$ cat config.mk
export PLATFORM = sky130hd
export DESIGN_NAME = i2c_reg_port
export DESIGN_NICKNAME = d
export VERILOG_FILES = /design/src/rtl/i2c_rp_pkg.sv /design/src/rtl/i2c_rp_line_events.sv /design/src/rtl/i2c_rp_timeout.sv /design/src/rtl/i2c_rp_snapshot.sv /design/src/rtl/i2c_reg_port.sv
export SDC_FILE = /design/constraint.sdc
export NUM_CORES = 1
export LEC_CHECK = 0
export ABC_CLOCK_PERIOD_IN_PS = 3600
export CORE_MARGIN = 1
export CORE_UTILIZATION = 55
export DETAILED_ROUTE_END_ITERATION = 10
export GPL_TIMING_DRIVEN = 1
export PLACE_DENSITY = 0.77
export SYNTH_ARGS = -nofsm -noshare
export SYNTH_HDL_FRONTEND = slang
export SYNTH_SLANG_ARGS = --single-unit
$ cat constraint.sdc
create_clock -name clk -period 3.6 [get_ports clk]
set_input_delay 0.54 -clock clk [delete_from_list [all_inputs] [get_ports clk]]
set_output_delay 0.54 -clock clk [all_outputs]
set_load 0.02 [all_outputs]
$ cat src/rtl/i2c_rp_pkg.sv
// Shared types for the I2C register port.
package i2c_rp_pkg;
    // Port sequencer state.
    typedef enum logic [1:0] {
        ST_IDLE,
        ST_RX,
        ST_TX,
        ST_SKIP
    } port_state_t;

    // Meaning of the byte being received.
    typedef enum logic [1:0] {
        RX_ADDR,
        RX_PTR,
        RX_DATA
    } rx_kind_t;
endpackage

$ cat src/rtl/i2c_rp_line_events.sv
// Detects SCL edges and START/STOP conditions from synchronised samples.
// Assumes scl_i/sda_i are already free of metastability.
module i2c_rp_line_events (
    input  logic clk,
    input  logic rst_n,
    input  logic scl_i,
    input  logic sda_i,
    output logic scl_rise,
    output logic scl_fall,
    output logic start_ev,
    output logic stop_ev,
    output logic scl_low
);
    logic scl_q;
    logic sda_q;

    // Keep the previous sample of both lines (idle bus is high).
    always_ff @(posedge clk) begin
        if (!rst_n) begin
            scl_q <= 1'b1;
            sda_q <= 1'b1;
        end else begin
            scl_q <= scl_i;
            sda_q <= sda_i;
        end
    end

    // Decode edges and conditions from the sample pair.
    always_comb begin
        scl_rise = scl_i & ~scl_q;
        scl_fall = ~scl_i & scl_q;
        start_ev = scl_i & scl_q & sda_q & ~sda_i;
        stop_ev  = scl_i & scl_q & ~sda_q & sda_i;
        scl_low  = ~scl_q;
    end
endmodule

$ cat src/rtl/i2c_rp_timeout.sv
// SCL-low watchdog: derives a millisecond tick from the 32.768 kHz enable
// and pulses expire once SCL has been low for TIMEOUT_MS ticks.
// Assumes tick_32k is a one-cycle enable.
module i2c_rp_timeout #(
    parameter int TICK_DIV   = 33,
    parameter int TIMEOUT_MS = 30
) (
    input  logic clk,
    input  logic rst_n,
    input  logic tick_32k,
    input  logic scl_low,
    output logic expire
);
    localparam int PW = $clog2(TICK_DIV);
    localparam int CW = $clog2(TIMEOUT_MS + 1);

    logic [PW-1:0] pre_cnt;
    logic [CW-1:0] low_ms;
    logic          ms_tick;

    assign ms_tick = tick_32k && (pre_cnt == PW'(TICK_DIV - 1));
    assign expire  = ms_tick && scl_low && (low_ms == CW'(TIMEOUT_MS - 1));

    // Free-running prescaler from 32.768 kHz enables to millisecond ticks.
    always_ff @(posedge clk) begin
        if (!rst_n)        pre_cnt <= '0;
        else if (ms_tick)  pre_cnt <= '0;
        else if (tick_32k) pre_cnt <= pre_cnt + 1'b1;
    end

    // Count whole ticks while SCL stays low; saturate after expiry.
    always_ff @(posedge clk) begin
        if (!rst_n || !scl_low)                         low_ms <= '0;
        else if (ms_tick && low_ms < CW'(TIMEOUT_MS))   low_ms <= low_ms + 1'b1;
    end
endmodule

$ cat src/rtl/i2c_rp_snapshot.sv
// Shadow buffer for the time bytes: captures all of them at once and
// serves reads from the copy. Assumes rd_idx < NREGS when its result is used.
module i2c_rp_snapshot #(
    parameter int NREGS = 7,
    parameter int AW    = 5
) (
    input  logic              clk,
    input  logic              rst_n,
    input  logic              capture,
    input  logic [NREGS*8-1:0] live,
    input  logic [AW-1:0]     rd_idx,
    output logic [7:0]        rd_byte
);
    logic [7:0] shadow [NREGS];

    // Copy every live byte in the same cycle on a capture request.
    always_ff @(posedge clk) begin
        for (int i = 0; i < NREGS; i++) begin
            if (!rst_n)       shadow[i] <= '0;
            else if (capture) shadow[i] <= live[i*8 +: 8];
        end
    end

    // Select the addressed shadow byte.
    always_comb begin
        rd_byte = '0;
        for (int i = 0; i < NREGS; i++)
            if (rd_idx == AW'(i)) rd_byte = shadow[i];
    end
endmodule

$ cat src/rtl/i2c_reg_port.sv
// I2C target giving bus access to a small register space with an
// auto-incrementing, wrapping pointer and a coherent copy of the time bytes.
// Assumes synchronised SCL/SDA inputs and a 32.768 kHz enable; never drives SCL.
module i2c_reg_port
    import i2c_rp_pkg::*;
#(
    parameter logic [6:0] DEV_ADDR   = 7'h68,
    parameter int         LAST_REG   = 16,
    parameter int         TIME_REGS  = 7,
    parameter int         TICK_DIV   = 33,
    parameter int         TIMEOUT_MS = 30,
    localparam int        AW         = $clog2(LAST_REG + 1)
) (
    input  logic                   clk,
    input  logic                   rst_n,
    input  logic                   scl_i,
    input  logic                   sda_i,
    input  logic                   tick_32k,
    input  logic                   pwr_fail,
    input  logic [TIME_REGS*8-1:0] live_time,
    output logic                   sda_pd,
    output logic [AW-1:0]          reg_raddr,
    input  logic [7:0]             reg_rdata,
    output logic                   reg_we,
    output logic [AW-1:0]          reg_waddr,
    output logic [7:0]             reg_wdata
);
    localparam logic [AW-1:0] LAST = AW'(LAST_REG);

    logic scl_rise, scl_fall, start_ev, stop_ev, scl_low, tmo_expire;
    port_state_t  state;
    rx_kind_t     kind;
    logic [3:0]   bit_cnt;
    logic [7:0]   shreg, tx_sh, snap_byte, rd_byte;
    logic         ack_on, tx_on, rw, nack;
    logic [AW-1:0] ptr, ptr_next;
    logic         ptr_load, commit, tx_load, ptr_inc, snap_cap;

    i2c_rp_line_events u_ev (
        .clk(clk), .rst_n(rst_n), .scl_i(scl_i), .sda_i(sda_i),
        .scl_rise(scl_rise), .scl_fall(scl_fall), .start_ev(start_ev),
        .stop_ev(stop_ev), .scl_low(scl_low)
    );

    i2c_rp_timeout #(.TICK_DIV(TICK_DIV), .TIMEOUT_MS(TIMEOUT_MS)) u_tmo (
        .clk(clk), .rst_n(rst_n), .tick_32k(tick_32k), .scl_low(scl_low),
        .expire(tmo_expire)
    );

    i2c_rp_snapshot #(.NREGS(TIME_REGS), .AW(AW)) u_snap (
        .clk(clk), .rst_n(rst_n), .capture(snap_cap), .live(live_time),
        .rd_idx(ptr), .rd_byte(snap_byte)
    );

    // Byte-boundary events that move the pointer or touch the core.
    always_comb begin
        ptr_next = (ptr == LAST) ? '0 : ptr + 1'b1;
        ptr_load = (state == ST_RX) && (kind == RX_PTR) && scl_fall
                   && (bit_cnt == 4'd8) && !pwr_fail;
        commit   = (state == ST_RX) && (kind == RX_DATA) && scl_fall
                   && (bit_cnt == 4'd8) && !pwr_fail;
        tx_load  = scl_fall && (bit_cnt == 4'd9) && !pwr_fail
                   && (((state == ST_RX) && (kind == RX_ADDR) && rw)
                       || ((state == ST_TX) && !nack));
        ptr_inc  = commit || tx_load;
        snap_cap = start_ev || (ptr_inc && (ptr == LAST));
        rd_byte  = (ptr < AW'(TIME_REGS)) ? snap_byte : reg_rdata;
        reg_raddr = ptr;
        sda_pd   = ack_on || (tx_on && !tx_sh[7]);
    end

    // Register pointer: loaded by the pointer byte, stepped per data byte.
    always_ff @(posedge clk) begin
        if (!rst_n)        ptr <= '0;
        else if (ptr_load) ptr <= (shreg > 8'(LAST_REG)) ? '0 : shreg[AW-1:0];
        else if (ptr_inc)  ptr <= ptr_next;
    end

    // Registered write strobe toward the core.
    always_ff @(posedge clk) begin
        if (!rst_n) begin
            reg_we    <= 1'b0;
            reg_waddr <= '0;
            reg_wdata <= '0;
        end else begin
            reg_we <= commit;
            if (commit) begin
                reg_waddr <= ptr;
                reg_wdata <= shreg;
            end
        end
    end

    // Bus sequencer: bit counting, acknowledge and read-bit shifting.
    always_ff @(posedge clk) begin
        if (!rst_n) begin
            state <= ST_IDLE; kind <= RX_ADDR; bit_cnt <= '0; shreg <= '0;
            tx_sh <= '1; ack_on <= 1'b0; tx_on <= 1'b0; rw <= 1'b0; nack <= 1'b0;
        end else if (tmo_expire || stop_ev) begin
            state <= ST_IDLE; ack_on <= 1'b0; tx_on <= 1'b0;
        end else if (start_ev) begin
            state <= ST_RX; kind <= RX_ADDR; bit_cnt <= '0;
            ack_on <= 1'b0; tx_on <= 1'b0; rw <= 1'b0;
        end else begin
            case (state)
                ST_RX: begin
                    if (scl_rise) begin
                        if (bit_cnt < 4'd8) shreg <= {shreg[6:0], sda_i};
                        bit_cnt <= bit_cnt + 1'b1;
                    end
                    if (scl_fall && bit_cnt == 4'd8) begin
                        if (pwr_fail) state <= ST_SKIP;
                        else if (kind != RX_ADDR) ack_on <= 1'b1;
                        else if (shreg[7:1] == DEV_ADDR) begin
                            ack_on <= 1'b1;
                            rw     <= shreg[0];
                        end else state <= ST_SKIP;
                    end
                    if (scl_fall && bit_cnt == 4'd9) begin
                        ack_on  <= 1'b0;
                        bit_cnt <= '0;
                        if (kind == RX_ADDR && rw) begin
                            state <= tx_load ? ST_TX : ST_SKIP;
                            tx_sh <= rd_byte;
                            tx_on <= tx_load;
                        end else if (kind == RX_ADDR) kind <= RX_PTR;
                        else kind <= RX_DATA;
                    end
                end
                ST_TX: begin
                    if (scl_rise) begin
                        if (bit_cnt == 4'd8) nack <= sda_i;
                        bit_cnt <= bit_cnt + 1'b1;
                    end
                    if (scl_fall) begin
                        if (bit_cnt >= 4'd1 && bit_cnt <= 4'd7) tx_sh <= {tx_sh[6:0], 1'b1};
                        if (bit_cnt == 4'd8) tx_on <= 1'b0;
                        if (bit_cnt == 4'd9) begin
                            bit_cnt <= '0;
                            if (tx_load) begin
                                tx_sh <= rd_byte;
                                tx_on <= 1'b1;
                            end else state <= ST_SKIP;
                        end
                    end
                end
                default: ;
            endcase
        end
    end
endmodule

== Word-level counts from Yosys, hierarchy flattened ==
Memory sizes are Yosys's and may differ from the RTL's.
Cells that the tools add are included.
Operators by class
  add/subtract/negate cells: 4
  $lt $le $gt $ge: 6
  bitwise operators: 21
  equality and inequality tests: 28
  multiplexer cells: 71
  reductions and logical operators: 58
Operator list (number)
  $mux 8: 21
  $mux 2: 14
  $logic_and 1x1->1: 23
  $mux 1: 23
  $mux 4: 5
  $mux 5: 4
  $reduce_and 4->1: 5
  $pmux 8 s2: 1
  $reduce_bool 2->1: 8
  $eq 5x3->1 const B: 3
  $reduce_and 6->1: 2
  $add 5x1->5 const B: 2
  $eq 5x2->1 const B: 2
  $eq 5x5->1 const B: 2
  $ne 2x1->1 const B: 5
  $reduce_and 5->1: 2
  $eq 4x4->1 const B: 2
  $gt 8x5->1 const B: 1
  $ne 2x2->1 const B: 4
  $pmux 4 s2: 1
  $and 1x1->1: 7
  $eq 7x7->1 const B: 1
  $not 1->1: 7
  $or 1x1->1: 7
  23 further kinds: 36
Storage, ports and cells
  memories kept: 1
  input bits: 70
  bits in registers: 60
  output and inout bits: 20
  logic and storage cells: 207
  bits in writable memories: 56
Memory list
  u_snap.shadow: words 7, width 8, rd ports 7, clocked after memory_dff 0, write ports 7, line i2c_rp_snapshot.sv:14  | logic [7:0] shadow [NREGS];

== Depth between registers and ports, before layout ==
Gate-level depths: netlist (run 1).
  depth in word-level cells: 13
  gate-level depth with buffers: 10
  mapped depth without buffers: 7

== Hierarchy ==
Synthesis (run 1) repeated with hierarchy kept, for this count alone.
Unflattened totals
  cells, all modules: 582
  area, all modules: 5920.7 µm²
Modules (own cells, without submodules)
  i2c_rp_snapshot: instances 1, area an instance 2701.3 µm², cells an instance 214, seq. area each 1681.6 µm²
  i2c_reg_port: instances 1, area an instance 2532.4 µm², cells an instance 295, seq. area each 940.9 µm²
  i2c_rp_timeout: instances 1, area an instance 598.1 µm², cells an instance 64, seq. area each 220.2 µm²
  i2c_rp_line_events: instances 1, area an instance 88.8 µm², cells an instance 9, seq. area each 40.0 µm²

== Least setup slack after synthesis (run 1) ==
OpenSTA, ideal clock, no wires.
  path type: input to register
  start point: input scl_i
  end point: memory u_snap.shadow[0][0] (enable)
  data arrival time: 2561 ps
  stages on the path: 4
  setup time: 412 ps
  data required time: 3188 ps
  setup slack: 627 ps
  cells stage by stage: and4bb_2 -> nand2_1 -> o31ai_4 -> a21o_1
RTL lines
  from (decl): line i2c_reg_port.sv:16  | input logic scl_i,
  to (decl): line i2c_rp_snapshot.sv:14

== Worst setup path after layout (run 1) ==
  start point: register ptr[1], in the netlist reg_raddr[1]
  end point: register tx_sh[2]
On the way
  word-level cells in the longest chain between the ends: 13
  elaborated cells between the ends (all ways): 22
  those cells by class: 1 x order compare; 6 x eq/ne; 14 x mux; 1 x reduce/logical
Ends and longest elaborated chain
  from (decl): line i2c_reg_port.sv:36  | logic [AW-1:0] ptr, ptr_next;
  from (signal assigned): line i2c_reg_port.sv:75  | else if (ptr_load) ptr <= (shreg > 8'(LAST_REG)) ? '0 : shreg[AW-1:0];
  from (signal assigned): line i2c_reg_port.sv:76  | else if (ptr_inc) ptr <= ptr_next;
  $logic_not 5->1: line i2c_rp_snapshot.sv:28  | if (rd_idx == AW'(i)) rd_byte = shadow[i];
  $mux 8 (7 in a row): line i2c_rp_snapshot.sv:28
  $mux 8 (*): line i2c_reg_port.sv:67  | rd_byte = (ptr < AW'(TIME_REGS)) ? snap_byte : reg_rdata;
  $mux 8: line i2c_reg_port.sv:140  | if (tx_load) begin
  $mux 8: line i2c_reg_port.sv:138  | if (bit_cnt == 4'd9) begin
  $mux 8: line i2c_reg_port.sv:135  | if (scl_fall) begin
  $pmux 8 s2 (*): line i2c_reg_port.sv:105  | case (state)
  to (signal assigned): line i2c_reg_port.sv:124  | tx_sh <= rd_byte;
  to (signal assigned): line i2c_reg_port.sv:136  | if (bit_cnt >= 4'd1 && bit_cnt <= 4'd7) tx_sh <= {tx_sh[6:0], 1'b1};
  to (signal assigned): line i2c_reg_port.sv:141  | tx_sh <= rd_byte;
  to (decl): line i2c_reg_port.sv:34  | logic [7:0] shreg, tx_sh, snap_byte, rd_byte;
Mark *: on every way between the ends. The rest lies on a longest branch, timed or not. The select of a mux whose other input is x is not followed.
A chain may end at the register's enable or synchronous reset.

==> summary.txt, run 1 <==
Synth
  • Synth Area in Compound Gates: between 15 and 20%
  • Gate count of the mapped netlist: 629
  • Total of warnings raised by yosys: 0
  • Leading area contributor after synthesis: edfxtp_1
  • Area fraction of the dominant cell type after synthesis: approximately 28%
  • Area of the mapped netlist: approximately 6000 um^2
  • Most frequently used flop master after synthesis: dfxtp_1
  • Combinational family with the most area after synthesis: simple AND/OR/NAND/NOR gates
  • Sequential element share of the synthesized area: between 40 and 50%
  • Post-synthesis share of cell area spent on xor and xnor gates: under 10%
  • Post-synthesis adder-cell area fraction: approximately 2.5%
  • Mean instance size in the synthesized netlist: 9.540 um^2
  • Distinct cell type count of the synthesized netlist: 71
  • Synth Area in Simple Gates: 22.69%
  • Synth Register Bits: about 120
  • Synth Net Count: a little over 700
  • Cell types occupying the most area after synthesis: edfxtp_1, dfxtp_1, nor2_1
  • Async set-or-reset flop fraction in the synthesized netlist: 0%
  • Number of enable flip-flop cells after synthesis: 56
  • Mux share of post-synthesis cell area: under 10%

Detailed routing
  • DRC viols: 0
  • Routed len/inst: 15.97 um
  • Via count: 4878
  • DRT antenna net count: 0
  • Final Routed Wirelength: 13670 um
  • Iteration-0 DRC count of the detailed router: 331
  • Avg Vias per Cell: ~5.7
  • Number of iterations in the first detailed-routing pass: 5

Global routing
  • Initial antenna violation count: 0
  • Overall track demand over capacity in global routing: between 20% and 30%
  • First-pass GRT wire length: between 20000 and 25000 um
  • Total overflow reported by the global router: 0
  • Number of global-route vias before repair: approximately 4600
  • Largest net degree at the start of global routing: between 60 and 70

Critical path
  • Kind of end point of the critical path: flip-flop
  • Required time at the worst-slack endpoint: around 4 ns
  • Crit path max fanout: 29
  • Worst Path Arrival: ~3.2 ns
  • Startpoint-to-endpoint class of the critical path: reg -> reg
  • Setup crit start kind: flip-flop

STA
  • Clock period minus final worst setup slack: 2.755 ns
  • Setup ws final: around 0.85 ns
  • Final setup fails: 0
  • Tightest hold margin: approximately 0.33 ns
  • Top achievable clock speed: between 300 and 400 MHz
  • Worst relative slew slack: 33.45%
  • Total negative slack for setup checks: 0 ns
  • Post-route clock period utilization: 76.53%
  • Clock skew after layout: 0.006874 ns
  • Number of max-slew violations in the final report: 0
  • Unrepaired setup endpoints after global routing: false
  • Fin. Hold Viols: 0
  • Actual slew at the worst max-slew pin: 0.9971 ns

Floorplanning
  • Initial standard-cell utilization of the core: between 50% and 60%
  • Overall die height: 106.5 um
  • Floorplan Core Area: 10460 um^2
  • Die W: approximately 110 um
  • Site Rows: 37
  • Die Footprint: about 11000 um^2
  • Count of boundary I/O pins: 90

Power and ir drop
  • Power density of the placed cells: 422.4 nW/um^2
  • Proportion of power drawn by combinational gates: 6.6%
  • Leakage power figure: ~2.9 nW
  • Fraction of power consumed by the clock network: 47.9%
  • IR Drop Worst-Case VDD: 0.0002572 V
  • Sequential power share: 45.5%
  • Net Sw Frac: about 22%
  • Net switching power: 0.0006990 W
  • Internal cell power: ~0.0025 W

CTS
  • Clock-pin transition on the worst setup and hold timing paths: 0.06 ns
  • Latest clock arrival within the worst-skew pair: 0.52 ns
  • Cell at the root of the clock tree: clkbuf_8
  • H-tree level count: 4
  • TritonCTS clock tree: done
  • Num Clock Sinks: 116
  • Post-CTS Repair Setup Buffers: 0
  • Clock buffer depth: 2
  • Number of cells upsized or downsized after cts: 0
  • Total clock buffers created by CTS: 17
  • Number of buffers added to fix hold violations after cts: 0

Layout
  • Antenna diode count: 0
  • Highest-count cells in the layout ignoring fill and taps: nor2_1, clkdlybuf4s50_1, nand2_1
  • Count of non-filler cells in the finished layout: 856
  • Number of fillers in the final layout: approximately 800
  • Nets: between 700 and 800
  • Leading cell type in the layout, fill and taps excluded: nor2_1
  • Final standard cell utilization of the core: a little under three quarters
  • Layout cell share with drive strength beyond 1: 9.167%
  • Area delta synth->final: 24.50%

Status
  • Outcome: finished, final reports clean

Placement
  • Worst slack after detailed placement: 0.7262 ns
  • Sum of net half-perimeters after detailed placement: approximately 9400 um
  • Count of input and output buffers: between 80 and 90
  • Routability congestion estimate: 0.8905
  • # placed instances: between 800 and 900

Hold path
  • Class of the worst hold path: in -> reg

Run
  • Maxcap violations: 0
-- sequential cells by signal, summed over array words and instances (netlist names), 2 cells and up --
signal,cells
u_snap.shadow,56
reg_raddr,5
reg_waddr,5
shreg,8
tx_sh,8
state,2
kind,2
bit_cnt,4
u_tmo.low_ms,5
u_tmo.pre_cnt,6
reg_wdata,8
-- area by class of cell --
class	count	area, um^2	share of cell area, %
inverters	19	71.32	0.9546
well taps	136	170.2	2.278
clock inverters	8	46.29	0.6197
flip-flops and latches	116	2883	38.59
clock buffers	24	490.5	6.565
repair buffers	96	963.4	12.90
multi-input cells	457	2846	38.10
-- synthesized netlist by cell type (5+ instances only) --
cell / n
o311ai_0: 5
mux2i_1: 24
nor4_1: 5
dfxtp_1: 60
inv_1: 18
edfxtp_1: 56
nor2b_1: 8
ha_1: 12
a21oi_1: 24
nor3_1: 6
o21ai_0: 20
xnor2_1: 9
nor3b_1: 8
nand2_1: 82
nor2_4: 10
nand3b_1: 5
a221oi_1: 9
nand4_1: 7
clkbuf_1: 17
a21o_1: 5
o22ai_1: 5
buf_6: 5
a31oi_1: 5
xor2_1: 6
a211oi_1: 12
nor2_1: 110
nand2b_1: 8
buf_2: 11
-- power by group through the flow --
stage	clock network [W]	logic [W]	registers, W
detailed placement	0	0.000210	0.00146
CTS	0.00152	0.000211	0.00144
finish	0.00151	0.000209	0.00144
global placement	0	0.000205	0.00146
floorplan	0	0.000105	0.00146
global route	0.00158	0.000228	0.00144
-- routing by layer --
layer / track usage, % / share of wire (%) / vias to the layer above
li1: - / - / 2403
met1: 31.93 / 43 / 2259
met2: 41.93 / 49 / 188
met3: 5.579 / 5.6 / 28
met4: 12.04 / 3.0 / 0
met5: 0 / 0 / -
-- kinds of logic (layout without fill, tap and decap cells) --
group           count (synthesis)  count (layout)
xor+xnor                       15              15
flops                         116             116
simple gates                  278             278
buf+inv                        56             147
mux                            27              27
fa+ha+maj                      12              12
compound gates                125             125
-- critical path, stage by stage, from the launching register on --
cell	delay, ns
dfxtp_1	0.39
inv_1	0.16
ha_1	0.78
nor3b_1	0.13
o311a_1	0.38
a311oi_1	0.39
a211oi_1	0.08
o311ai_0	0.32
-- stage by stage --
stage / power [W] / cell area, um^2
3_3_place_gp: 0.001666 / 6934
6_report: 0.003156 / 7471
4_1_cts: 0.003167 / 7471
2_1_floorplan: 0.001563 / 6001
5_1_grt: 0.003249 / 7471
3_5_place_dp: 0.001672 / 6934
-- worst paths after layout --
check | cells past startpoint | slack [ns] | start | endpoint
setup reg to reg | 7 | 0.85 | reg_raddr[1] | tx_sh[2]
hold reg to reg | 2 | 0.48 | tx_sh[7] | tx_sh[7]
setup / recovery | 7 | 0.85 | reg_raddr[1] | tx_sh[2]
hold / removal | 2 | 0.33 | rst_n | u_ev.sda_q
No activity file was read; power rests on OpenSTA's default activity.
==> run 2, diff against run 1 <==
--- a/config.mk
+++ b/config.mk
@@ -5,12 +5,12 @@
 export SDC_FILE = /design/constraint.sdc
 export NUM_CORES = 1
 export LEC_CHECK = 0
-export ABC_CLOCK_PERIOD_IN_PS = 3600
+export ABC_CLOCK_PERIOD_IN_PS = 2500
 export CORE_MARGIN = 1
-export CORE_UTILIZATION = 55
+export CORE_UTILIZATION = 49
 export DETAILED_ROUTE_END_ITERATION = 10
 export GPL_TIMING_DRIVEN = 1
-export PLACE_DENSITY = 0.77
+export PLACE_DENSITY = 0.72
 export SYNTH_ARGS = -nofsm -noshare
 export SYNTH_HDL_FRONTEND = slang
 export SYNTH_SLANG_ARGS = --single-unit
==> constraint.sdc (replaced) <==
create_clock -name clk -period 2.5 [get_ports clk]
set_input_delay 0.375 -clock clk [delete_from_list [all_inputs] [get_ports clk]]
set_output_delay 0.375 -clock clk [all_outputs]
set_load 0.02 [all_outputs]
==> summary.txt, run 2 (synthesis gave the netlist of run 1 again) <==
Critical path
  • Worst Path Arrival: 2.70 ns (-0.47 ns)
  • End point of the critical path: tx_sh[2]
  • Worst reg2reg endpoint: tx_sh[2]
  • Critical path, cell by cell: inv_1 > ha_1 > buf_4 > a21oi_1 > a221o_1 > a311oi_1 > a211oi_1 > o311ai_0
  • Number of buffers and inverters on the critical path: 2 (+1)
  • Worst reg-to-reg path cell count: 8 (+1)
  • Delay of the slowest cell on the worst path: 0.41 ns (-0.37 ns)
  • Kind of cell with the highest combined delay on the critical path: compound AO/OA/AOI/OAI gates
  • Required time at the worst-slack endpoint: 2.79 ns (-1.22 ns)
  • CP max stage cell: a311oi_1
  • Startpoint of the most critical setup path: reg_raddr[0]
  • Startpoint-to-endpoint class of the critical path: reg -> reg
  • Launch point of the worst reg-to-reg path: reg_raddr[0]
  • Crit path max fanout: 7 (-76%)
  • Kind of end point of the critical path: flip-flop
  • Register-to-register setup slack: 0.09 ns (-0.76 ns)
  • Setup crit start kind: flip-flop
  • Number of gates on the worst path with buffers counted: 8 (+1)

Global routing
  • Initial antenna violation count: 0 (unchanged)
  • Number of global-route vias before repair: 4891 (+5.3%)
  • Largest net degree at the start of global routing: 47 (-28%)
  • First-pass GRT wire length: 23370 um (+4.2%)
  • Total overflow reported by the global router: 0 (unchanged)
  • Overall track demand over capacity in global routing: 23.62% (-1.9 points)

Layout
  • Footprint of the multi-input gates: 2846 um^2 (unchanged)
  • Area delta synth->final: 28.38%
  • Register area: 2883 um^2 (unchanged)
  • Antenna diode count: 0 (unchanged)
  • Leading cell type in the layout, fill and taps excluded: nor2_1
  • Layout cell share with drive strength beyond 1: 12.32% (+3.1 points)
  • Number of fillers in the final layout: 953 (+18%)
  • Largest register FFs: 56 (unchanged)
  • Largest reg by FF count: u_snap.shadow
  • Nets: 816 (+3.4%)
  • Highest-count cells in the layout ignoring fill and taps: nor2_1, clkdlybuf4s50_1, nand2_1

Power and ir drop
  • Power density of the placed cells: 596.4 nW/um^2 (+41%)
  • Net Sw Frac: 22.14% (about the same)
  • Fraction of power consumed by the clock network: 48.0% (about the same)
  • Proportion of power drawn by combinational gates: 7.0% (+0.4 points)
  • Leakage power figure: 3.003 nW (+4.9%)
  • IR Drop Worst-Case VDD: 0.0003855 V (+50%)
  • Net switching power: 0.001017 W (+45%)
  • Internal cell power: 0.003577 W (+46%)
  • Sequential power share: 45.0% (-0.5 points)

CTS
  • Clock buffer depth: 2 (unchanged)
  • Cell at the root of the clock tree: clkbuf_16
  • Latest clock arrival within the worst-skew pair: 0.41 ns (-0.11 ns)
  • Number of cells upsized or downsized after cts: 0 (unchanged)
  • Number of buffers added to fix hold violations after cts: 0 (unchanged)
  • Num Clock Sinks: 116 (unchanged)
  • TritonCTS clock tree: done
  • Post-CTS Repair Setup Buffers: 0 (unchanged)
  • Clock-pin transition on the worst setup and hold timing paths: 0.05 ns (about the same)
  • Total clock buffers created by CTS: 17 (unchanged)
  • H-tree level count: 4 (unchanged)

Status
  • Violated checks: DRC
  • Outcome: finished with violations

Floorplanning
  • Count of boundary I/O pins: 90 (unchanged)
  • Initial standard-cell utilization of the core: 50.17% (-7.2 points)
  • Overall die height: 112.7 um (+5.8%)
  • Die W: 112.7 um (+5.8%)
  • Floorplan Core Area: 11960 um^2 (+14%)
  • Site Rows: 40 (+8.1%)
  • Die Footprint: 12690 um^2 (+12%)

STA
  • Total negative slack for setup checks: 0 ns (unchanged)
  • Actual slew at the worst max-slew pin: 0.6110 ns (-0.3861 ns)
  • Clock period minus final worst setup slack: 2.413 ns (-0.3421 ns)
  • Post-route clock period utilization: 96.51% (+20 points)
  • Fin. Hold Viols: 0 (unchanged)
  • Top achievable clock speed: 414.4 MHz (+14%)
  • Number of max-slew violations in the final report: 0 (unchanged)
  • Worst relative slew slack: 59.22% (+26 points)
  • Unrepaired setup endpoints after global routing: false
  • Setup ws final: 0.08715 ns (-0.7579 ns)
  • Final setup fails: 0 (unchanged)
  • Clock skew after layout: 0.008193 ns (+0.001319 ns)

Detailed routing
  • DRT antenna net count: 0 (unchanged)
  • DRC viols: 1 (+1)
  • Routed len/inst: 15.94 um (-0.17%)
  • Via count: 4989 (+2.3%)
  • Final Routed Wirelength: 14250 um (+4.3%)
  • Iteration-0 DRC count of the detailed router: 365 (+10%)
  • Number of iterations in the first detailed-routing pass: 8 (+3)
  • Avg Vias per Cell: 5.581 (-2.1%)

Placement
  • Count of input and output buffers: 89 (unchanged)
  • Routability congestion estimate: 0.9182 (+3.1%)
  • Sum of net half-perimeters after detailed placement: 10300 um (+9.7%)
  • Worst slack after detailed placement: 0.08304 ns (-0.6431 ns)

Run
  • Maxcap violations: 0 (unchanged)

Hold path
  • Class of the worst hold path: in -> reg
[run 2: cell count changes in the layout (fill, tap and decap cells not counted), sizes merged]
cell,previous run,this run
clkinv,5,6
buf,8,35
clkbuf,24,23
[run 2: worst min path at each step]
stage              endpoint  slack (ns)  cells past startpoint  startpoint
2_1_floorplan      tx_sh[7]        0.45                      2    tx_sh[7]
3_3_place_gp       tx_sh[7]        0.46                      2    tx_sh[7]
3_5_place_dp       tx_sh[7]        0.47                      2    tx_sh[7]
4_1_cts        reg_raddr[4]        0.38                      3       rst_n
5_1_grt        reg_raddr[4]        0.41                      3       rst_n
6_report       reg_raddr[4]        0.39                      3       rst_n
[run 2: stage by stage]
stage | total power [W] | cells | hold WS (ns) | cell area (um^2) | utilization, %
3_3_place_gp | 0.002418 | 862 | 0.4557 | 7163 | 59.88
2_1_floorplan | 0.002250 | 629 | 0.4474 | 6002 | -
4_1_cts | 0.004629 | 894 | 0.3793 | 7704 | 64.40
5_1_grt | 0.004742 | 894 | 0.4107 | 7704 | 64.40
6_report | 0.004594 | 894 | 0.3917 | 7704 | 64.40
3_5_place_dp | 0.002427 | 862 | 0.4711 | 7163 | 59.88
[run 2: power groups by stage]
| stage | Clock, W | Sequential [W] | Combinational [W] |
|---|---|---|---|
| 2_1_floorplan | 0 | 0.00210 | 0.000151 |
| 6_report | 0.00220 | 0.00207 | 0.000322 |
| 3_3_place_gp | 0 | 0.00211 | 0.000312 |
| 4_1_cts | 0.00224 | 0.00207 | 0.000324 |
| 5_1_grt | 0.00232 | 0.00207 | 0.000350 |
| 3_5_place_dp | 0 | 0.00211 | 0.000320 |
[run 2: worst min-delay path, stage by stage]
cell and delay [ns]:
buf_2 0.21, o21ai_0 0.12, nor2_1 0.04
[run 2: metal layers]
metal	wire length [um]	global-route usage, %	share of wire [%]	vias to the layer above
met5	0	0	0	-
met4	620	14.04	4.4	0
met3	781	4.968	5.5	37
met2	6716	38.60	47	181
met1	6131	28.81	43	2309
li1	-	-	-	2462
[run 2: final cells by class]
class	instances	share of cell area [%]
Timing Repair Buffer	123	15.30
Tap cell	147	2.388
Sequential cell	116	37.42
Inverter	19	0.9258
Multi-Input combinational cell	457	36.95
Clock inverter	9	0.6659
Clock buffer	23	6.350
==> run 3, diff against run 2 <==
--- a/config.mk
+++ b/config.mk
@@ -9,7 +9,6 @@
 export CORE_MARGIN = 1
 export CORE_UTILIZATION = 49
 export DETAILED_ROUTE_END_ITERATION = 10
-export GPL_TIMING_DRIVEN = 1
 export PLACE_DENSITY = 0.72
 export SYNTH_ARGS = -nofsm -noshare
 export SYNTH_HDL_FRONTEND = slang
==> results of run 3 <==
Final layout, timing and power as in run 2 (identical DEF).
